[src/rtl/hb_cfg_pkg.sv]
package hb_cfg_pkg;

    localparam int REG_AW = 8;
    localparam int REG_DW = 8;

    typedef enum logic [0:0] {
        ST_IDLE       = 1'b0,
        ST_SHADOW_OFF = 1'b1
    } hb_state_e;

    // Default image loaded by hardware reset
    function automatic logic [REG_DW-1:0] reset_value(input logic [REG_AW-1:0] idx);
        logic [REG_DW-1:0] v;
        unique case (idx)
            8'h00:   v = 8'h39;
            8'h01:   v = 8'h10;
            8'h02:   v = 8'h06;
            8'h03:   v = 8'h04;
            8'h04:   v = 8'h07;
            8'h06:   v = 8'h80;
            8'h07:   v = 8'h02;
            8'h0B:   v = 8'h06;
            8'h50:   v = 8'hBC;
            8'h51:   v = 8'hFB;
            8'h52:   v = 8'hAD;
            8'h53:   v = 8'hFE;
            default: v = 8'h00;
        endcase
        return v;
    endfunction

endpackage

[src/rtl/hb_wmask.sv]
module hb_wmask
    import hb_cfg_pkg::*;
(
    input  logic [REG_AW-1:0] addr,
    input  logic [REG_DW-1:0] wdata,
    output logic              keep,
    output logic [REG_DW-1:0] value
);
    logic read_only;

    always_comb begin
        read_only = (addr <= 8'h03) ||
                    ((addr >= 8'h08) && (addr <= 8'h0C)) ||
                    (addr == 8'h0E) ||
                    ((addr >= 8'h10) && (addr <= 8'h4E));
        keep  = !read_only;
        value = wdata;
        unique case (addr)
            8'h04:   value = (wdata & 8'h42) | 8'h04;
            8'h05:   value = wdata & 8'h01;
            8'h06:   value = 8'h00;
            8'h07:   value = 8'h02;
            default: value = wdata;
        endcase
    end
endmodule

[src/rtl/hb_regfile.sv]
module hb_regfile
    import hb_cfg_pkg::*;
#(
    parameter int MODE_IDX = 8'h53,
    parameter int ENA_IDX  = 8'h54,
    parameter int CMD_IDX  = 8'h04
) (
    input  logic              clk,
    input  logic              rst_n,
    input  logic              we,
    input  logic [REG_AW-1:0] waddr,
    input  logic [REG_DW-1:0] wdata,
    input  logic              shadow_clr,
    input  logic [REG_AW-1:0] raddr,
    output logic [REG_DW-1:0] rdata,
    output logic [REG_DW-1:0] mode_q,
    output logic [REG_DW-1:0] ena_q,
    output logic [REG_DW-1:0] cmd_q
);
    localparam int DEPTH = 1 << REG_AW;

    logic [REG_DW-1:0] regs [DEPTH];

    always_ff @(posedge clk or negedge rst_n) begin
        if (!rst_n) begin
            for (int i = 0; i < DEPTH; i++) begin
                regs[i] <= reset_value(REG_AW'(i));
            end
        end else if (shadow_clr) begin
            regs[ENA_IDX] <= regs[ENA_IDX] & 8'h0F;
        end else if (we) begin
            regs[waddr] <= wdata;
        end
    end

    assign rdata  = regs[raddr];
    assign mode_q = regs[MODE_IDX];
    assign ena_q  = regs[ENA_IDX];
    assign cmd_q  = regs[CMD_IDX];
endmodule

[src/rtl/hb_shadow_dec.sv]
module hb_shadow_dec #(
    parameter int          ADDR_W   = 20,
    parameter int          SEG_BITS = 2,
    parameter int          SEG_SHIFT = 14,
    parameter logic [19:0] WIN_BASE = 20'hE0000,
    parameter int          ENA_LSB  = 4
) (
    input  logic [ADDR_W-1:0] addr,
    input  logic              we,
    input  logic [7:0]        ena_reg,
    input  logic [1:0]        mode,
    output logic              hit,
    output logic              internal
);
    localparam int SEG_COUNT = 1 << SEG_BITS;
    localparam int TAG_LSB   = SEG_SHIFT + SEG_BITS;
    localparam int TAG_W     = ADDR_W - TAG_LSB;
    localparam logic [TAG_W-1:0] WIN_TAG = WIN_BASE[ADDR_W-1:TAG_LSB];

    logic                in_win;
    logic [SEG_BITS-1:0] seg_idx;
    logic [SEG_COUNT-1:0] seg_hit;

    assign in_win  = (addr[ADDR_W-1:TAG_LSB] == WIN_TAG);
    assign seg_idx = addr[TAG_LSB-1:SEG_SHIFT];

    for (genvar d = 0; d < SEG_COUNT; d++) begin : g_seg
        assign seg_hit[d] = in_win && (seg_idx == SEG_BITS'(d)) && ena_reg[ENA_LSB+d];
    end

    // mode[1]: reads internal, mode[0] low: writes internal
    assign hit      = |seg_hit;
    assign internal = hit && (we ? !mode[0] : mode[1]);
endmodule

[src/rtl/hb_cfg_shadow.sv]
module hb_cfg_shadow
    import hb_cfg_pkg::*;
#(
    parameter int FUNC_W = 3,
    parameter int ADDR_W = 20
) (
    input  logic              clk,
    input  logic              rst_n,
    input  logic              soft_rst,
    input  logic [FUNC_W-1:0] cfg_func,
    input  logic [7:0]        cfg_addr,
    input  logic              cfg_wr,
    input  logic [7:0]        cfg_wdata,
    input  logic              cfg_rd,
    output logic [7:0]        cfg_rdata,
    input  logic [ADDR_W-1:0] mem_addr,
    input  logic              mem_we,
    output logic              mem_shadow_hit,
    output logic              mem_internal
);
    hb_state_e   state_q, state_d;
    logic        shadow_clr, wr_allow;
    logic        mask_keep;
    logic [7:0]  mask_val;
    logic [7:0]  store_rdata, shadow_mode_q, shadow_ena_q, cmd_q;
    logic        func_ok;

    assign func_ok = (cfg_func == '0);

    always_ff @(posedge clk or negedge rst_n) begin
        if (!rst_n) state_q <= ST_IDLE;
        else        state_q <= state_d;
    end

    always_comb begin
        state_d    = state_q;
        shadow_clr = 1'b0;
        wr_allow   = 1'b0;
        unique case (state_q)
            ST_IDLE: begin
                wr_allow = 1'b1;
                if (soft_rst) state_d = ST_SHADOW_OFF;
            end
            ST_SHADOW_OFF: begin
                shadow_clr = 1'b1;
                state_d    = ST_IDLE;
            end
            default: state_d = ST_IDLE;
        endcase
    end

    hb_wmask u_mask (
        .addr  (cfg_addr),
        .wdata (cfg_wdata),
        .keep  (mask_keep),
        .value (mask_val)
    );

    hb_regfile u_regs (
        .clk        (clk),
        .rst_n      (rst_n),
        .we         (cfg_wr && func_ok && mask_keep && wr_allow),
        .waddr      (cfg_addr),
        .wdata      (mask_val),
        .shadow_clr (shadow_clr),
        .raddr      (cfg_addr),
        .rdata      (store_rdata),
        .mode_q     (shadow_mode_q),
        .ena_q      (shadow_ena_q),
        .cmd_q      (cmd_q)
    );

    always_comb begin
        if (!cfg_rd)       cfg_rdata = 8'h00;
        else if (!func_ok) cfg_rdata = 8'hFF;
        else               cfg_rdata = store_rdata;
    end

    hb_shadow_dec #(.ADDR_W(ADDR_W)) u_dec (
        .addr     (mem_addr),
        .we       (mem_we),
        .ena_reg  (shadow_ena_q),
        .mode     (shadow_mode_q[6:5]),
        .hit      (mem_shadow_hit),
        .internal (mem_internal)
    );
endmodule

[config.mk]
export PLATFORM = sky130hd
export DESIGN_NAME = hb_cfg_shadow
export DESIGN_NICKNAME = d
export VERILOG_FILES = /design/src/rtl/hb_cfg_pkg.sv /design/src/rtl/hb_wmask.sv /design/src/rtl/hb_regfile.sv /design/src/rtl/hb_shadow_dec.sv /design/src/rtl/hb_cfg_shadow.sv
export SDC_FILE = /design/constraint.sdc
export NUM_CORES = 2
export LEC_CHECK = 0
export ABC_AREA = 1
export BUFFER_PORTS_ARGS = -buffer_cell sky130_fd_sc_hd__buf_2
export CELL_PAD_IN_SITES_DETAIL_PLACEMENT = 1
export CELL_PAD_IN_SITES_GLOBAL_PLACEMENT = 1
export CORE_ASPECT_RATIO = 0.75
export CORE_MARGIN = 2
export CORE_UTILIZATION = 41
export CTS_BUF_LIST = sky130_fd_sc_hd__clkbuf_16
export CTS_CLUSTER_SIZE = 10
export DETAILED_ROUTE_END_ITERATION = 12
export PLACE_DENSITY = 0.73
export SYNTH_ARGS = -nofsm -noshare
export SYNTH_HDL_FRONTEND = slang
export SYNTH_SLANG_ARGS = --single-unit
[constraint.sdc]
create_clock -name clk -period 4.2 [get_ports clk]
set_clock_uncertainty 0.15 [all_clocks]
set_input_delay 1.05 -clock clk [delete_from_list [all_inputs] [get_ports clk]]
set_output_delay 1.05 -clock clk [all_outputs]
set_load 0.02 [all_outputs]
# Word level (Yosys, flattened, before mapping)
# Cells that the tools add are included.
[classes] n_lt_le_gt_ge=7 n_eq_ne=9 muxes=16 bitwise_logic=3 reduce_logical=25
[ops] operator="$bwmux 2048" count=1
[ops] operator="$mux 1376" count=1
[ops] operator="$bmux 8 s8" count=1
[ops] operator="$demux 8 s8" count=1
[ops] operator="$mux 8" count=6
[ops] operator="$eq 8x3->1 const B" count=4
[ops] operator="$pmux 8 s4" count=1
[ops] operator="$logic_and 1x1->1" count=15
[ops] operator="$ge 9x9->1 const B" count=1
[ops] operator="$lt 9x1->1 const B" count=1
[ops] operator="$not 8->9" count=1
[ops] operator="$eq 8x4->1 const B" count=1
[ops] operator="$ge 8x4->1 const B" count=1
[ops] operator="$ge 8x5->1 const B" count=1
[ops] operator="$le 8x2->1 const B" count=1
[ops] operator="$le 8x4->1 const B" count=1
[ops] operator="$le 8x7->1 const B" count=1
[ops] operator="$eq 2x2->1 const B" count=2
[ops] operator="$eq 4x4->1 const B" count=1
[ops] operator="$mux 1" count=4
[ops] operator="$reduce_or 4->1" count=1
[ops] operator="$logic_not 3->1" count=1
[ops] operator="$logic_or 1x1->1" count=3
[ops] operator="$eq 2x1->1 const B" count=1
[ops] operator="6 further kinds" count=8
[totals] reg_bits=2049 in_bits=45 out_inout_bits=10 elab_cells=318

# Logic depth before layout (Yosys ltp)
[logic_depth] ltp_word=10 depth_mapped=18 depth_no_buf=15

# Cells and area by module
# From an unflattened synthesis, not the netlist that was laid out.
[hier_totals] hier_cells=11665 area_unflattened_um2=93619.8
[by_module_without_submodules] module="hb_regfile" instances=1 cells_each=11573 area_per_inst_um2=93166.9 seq_area_each_um2=51297.9
[by_module_without_submodules] module="hb_cfg_shadow" instances=1 cells_each=41 area_per_inst_um2=197.7 seq_area_each_um2=25.0
[by_module_without_submodules] module="hb_wmask" instances=1 cells_each=34 area_per_inst_um2=173.9 seq_area_each_um2=0.0
[by_module_without_submodules] module="hb_shadow_dec" instances=1 cells_each=17 area_per_inst_um2=81.3 seq_area_each_um2=0.0

# Worst setup path before layout
# No wires, ideal clock.
[synth_timing] path_kind="input to output" start="in cfg_addr[0]" end="out cfg_rdata[2]" t_arrival_ps=2972 t_required_ps=3000 path_slack_ps=28 stages=18 path_buffers=4 path_cell_list="buf_2 > clkbuf_1 > clkbuf_1 > clkbuf_1 > nand2_1 > o21ai_0 > nand2_1 > nand3_1 > nand2_1 > nand2_1 > nor2_1 > nor2_1 > nor2_1 > nand2_1 > nand2_1 > nand2_1 > nor2_1 > nor2_1"
[synth_via] elab_chain_cells=6
[synth_rtl] element="start, declared" line="hb_cfg_shadow.sv:11" text="input logic [7:0] cfg_addr,"
[synth_rtl] element="$not 8->9 (not written as such)" line="hb_regfile.sv:36" text="assign rdata = regs[raddr];"
[synth_rtl] element="$bmux 8 s8" line="hb_regfile.sv:36"
[synth_rtl] element="$mux 8 (not written as such) (2 in series)" line="hb_regfile.sv:36"
[synth_rtl] element="$mux 8" line="hb_cfg_shadow.sv:75" text="else if (!func_ok) cfg_rdata = 8'hFF;"
[synth_rtl] element="$mux 8" line="hb_cfg_shadow.sv:74" text="if (!cfg_rd) cfg_rdata = 8'h00;"
[synth_rtl] element="end, declared" line="hb_cfg_shadow.sv:15" text="output logic [7:0] cfg_rdata,"
# Every way passes these cells. The select of a mux whose other input is x is not followed.

# Worst setup path after layout
[layout_timing] start="in cfg_addr[1]" end="out cfg_rdata[6]"
# Same word-level chain as after synthesis.

==> impl_metrics.csv <==
group,metric,value,unit
run_status,violations,"negative setup slack",
die,chipWidth,538.5,um
yosys,yosysSeqAreaShare,0.5841,
detailed_routing,drc,0,
detailed_routing,postRouteWirelength,310300,um
clocking,clkLatencyLatePin,0.87,ns
die,core_area,213500,um2
yosys,syn_avg_cell_area,8.057,um2
power,power_density,393.8,nW/um2
critical_path,worstPathRequired,3.00,ns
detailed_routing,wl_met2,140700,um
cells_and_area,fin_util,0.4802,
yosys,yosys.area.top_type_share,0.5725,
die,row_count,147,
clocking,clk_pin_slew,0.06,ns
place,port_buffers,40,
critical_path,cp.arrival,3.51,ns
cells_and_area,nets,10690,
detailed_routing,firstDrtPassIters,6,
yosys,synth_nets,10950,
run_status,run_status,"finished with violations",
job,drv_cap,0,
timing,whs,0.2160,ns
min_path,worstHoldStart,"u_regs.regs[2040]",
clocking,cts_made_buffers,234,
grt,grt_pass1_wl,467700,um
detailed_routing,wl_per_cell,22.87,um
place,dp_hpwl,191200,um
critical_path,end_kind,"primary output",
detailed_routing,vias_per_cell,5.493,
timing,finalWorstSetupSlack,-0.5072,ns
cells_and_area,final_cell_mix,"nand2_1, dfrtp_1, o21ai_0, buf_4, nand4_1",
grt,antenna_found_initial,7,
timing,timing_hold_violations_final,0,
critical_path,worstSetupPathType,"primary input to primary output",
critical_path,r2r_start,"state_q",
yosys,netlist_area,87860,um2
place,place_area,93980,um2
cells_and_area,areaGrowthSynthToFinish,16.69,%
cells_and_area,n_fill_cell,24780,
die,io_pins,55,
detailed_routing,vias,74530,
clocking,cts.root.buffer_cell,"clkbuf_16",
cells_and_area,final_common_cell,"nand2_1",
detailed_routing,wl_met1,140900,um
timing,worst_slew_pin_slew,1.154,ns
yosys,syn_inst,10910,
clocking,clock-sinks,2049,
timing,slew_violations,0,
timing,max_freq,212.4,MHz
yosys,yosys.area.top_type,"dfrtp_1",
critical_path,startpoint_type,"primary input",
grt,grt_max_degree,165,
yosys,ys_seq_elements,2049,
die,dieArea,218100,um2
critical_path,reg2reg_slack,1.81,ns
place,dp.cells,13180,
detailed_routing,topRoutingLayerUsed,"met5",
cells_and_area,stdcell_count,13570,
yosys,ys_types,30,
grt,grt_pass1_vias,77940,
cells_and_area,finalInstanceArea,102500,um2
die,die_h,404.9,um
timing,period_share,1.121,
grt,grt_usage,0.2733,
power,ir_drop,0.3731,mV
cells_and_area,drive_above_1_share,0.1249,
critical_path,startpoint,"cfg_addr[1]",
timing,slew_headroom,0.2267,
place,gp_congestion,0.8655,
detailed_routing,wl_met3,19750,um
timing,setup_viol,8,
detailed_routing,ant_nets,0,
timing,grt_setup_unrepaired,"true",
yosys,synthTopCellsByArea,"dfrtp_1, nand2_1, o21ai_0",
clocking,cts_tree,"done",
yosys,ys_warn_count,0,
grt,overflow,0,
critical_path,cp_max_fo,7,
clocking,clk_path_buf_depth,4,
clocking,htreeDepth,4,
die,initial_core_util,0.4115,
min_path,hold_class,"flop to flop",
power,p_leak,49.53,nW
timing,period_minus_slack,4.707,ns
detailed_routing,dr.first_iter.drc_count,7277,
cells by family after synthesis:
kind of cell    after synthesis  synth area share
compound gates             1758            0.1009
buf+inv                    1366           0.05885
flops                      2049            0.5841
mux                           1         0.0001139
simple gates               5731            0.2560
cells in the mapped netlist:
library cell,count
o211a_1,1
nand2_1,4963
clkinv_1,2
nand4_1,304
a22oi_1,20
nor2_4,2
nor2_1,317
nand2_2,7
mux2i_1,1
nand3_1,131
a21oi_1,140
buf_1,30
inv_1,50
and3_1,1
o211ai_1,1
o21ai_1,109
inv_2,9
nor2_2,3
nor4_2,1
clkbuf_1,1244
nor3_1,1
a32oi_1,1
buf_4,2
dfstp_2,39
nor3_2,1
dfrtp_1,2010
buf_2,29
a31oi_1,1
a2111oi_0,1
o21ai_0,1484
cell type report:
| cell class | instances | area [um2] | share of cell area |
|---|---|---|---|
| repair inverters | 2 | 17.52 | 0.0001708 |
| multi-input cells | 7490 | 32320 | 0.3152 |
| diodes | 5 | 12.51 | 0.0001220 |
| inverters | 61 | 300.3 | 0.002929 |
| repair buffers | 809 | 8710 | 0.08495 |
| well taps | 2831 | 3542 | 0.03455 |
| clock inverters | 86 | 399.1 | 0.003893 |
| clock buffers | 236 | 5906 | 0.05760 |
| flip-flops and latches | 2049 | 51320 | 0.5006 |
power by group:
group | switching (W) | internal (W) | total (W)
Sequential | 0.0000376 | 0.0198 | 0.0199
Combinational | 0.00187 | 0.000706 | 0.00257
Clock | 0.00804 | 0.00991 | 0.0179
Total | 0.00995 | 0.0304 | 0.0404
stage by stage:
| stage | setup TNS, ns | setup slack [ns] | total power (W) |
|---|---|---|---|
| after floorplan | 0 | 0.02776 | 0.02092 |
| after global placement | -7.619 | -1.052 | 0.02250 |
| after detailed placement | -10.23 | -1.044 | 0.02253 |
| after CTS | -4.027 | -0.5480 | 0.04053 |
| after global routing | -4.463 | -0.6097 | 0.04158 |
| final | -3.802 | -0.5072 | 0.04037 |
registers in the layout (all words and copies together) (netlist names):
signal	count
u_regs.regs	2024
u_regs.cmd_q	8
u_regs.ena_q	8
u_regs.mode_q	8
state_q	1
per-layer routing:
metal,track usage,vias up
li1,-,33790
met1,0.3934,38040
met2,0.4308,2213
met3,0.03697,491
met4,0.07872,4
met5,0,-
repair_timing:
item,in CTS,in global routing
gates cloned,2,27
pin swaps,11,94
hold endpoints to repair,24,0
hold buffers,1,0
setup buffers,8,25
endpoints found under the setup margin,8,8
resized for setup,130,277
critical path, stage by stage:
cell and delay (ns):
buf_12 0.13, inv_8 0.06, nor2_4 0.05, buf_6 0.14, buf_16 0.18, buf_12 0.18, buf_4 0.14, nand2_1 0.05
nand4_1 0.17, nand2_1 0.11, nand2_1 0.06, nor2_2 0.15, nor2_2 0.07, nor2_4 0.13, nand2_2 0.09, nand2_2 0.11
nand2_2 0.09, nor2_4 0.14, buf_4 0.13, nor2_1 0.03, buf_4 0.16
final timing paths:
kind,endpoint,cells past startpoint
setup / recovery,cfg_rdata[6],21
hold / removal,u_regs.regs[2040],0
setup reg to reg,u_regs.regs[276],7
hold reg to reg,u_regs.regs[2040],0
max in group asynchronous,u_regs.regs[1400],4
min in group asynchronous,u_regs.regs[1579],2
(Power assumes the default switching activity.)
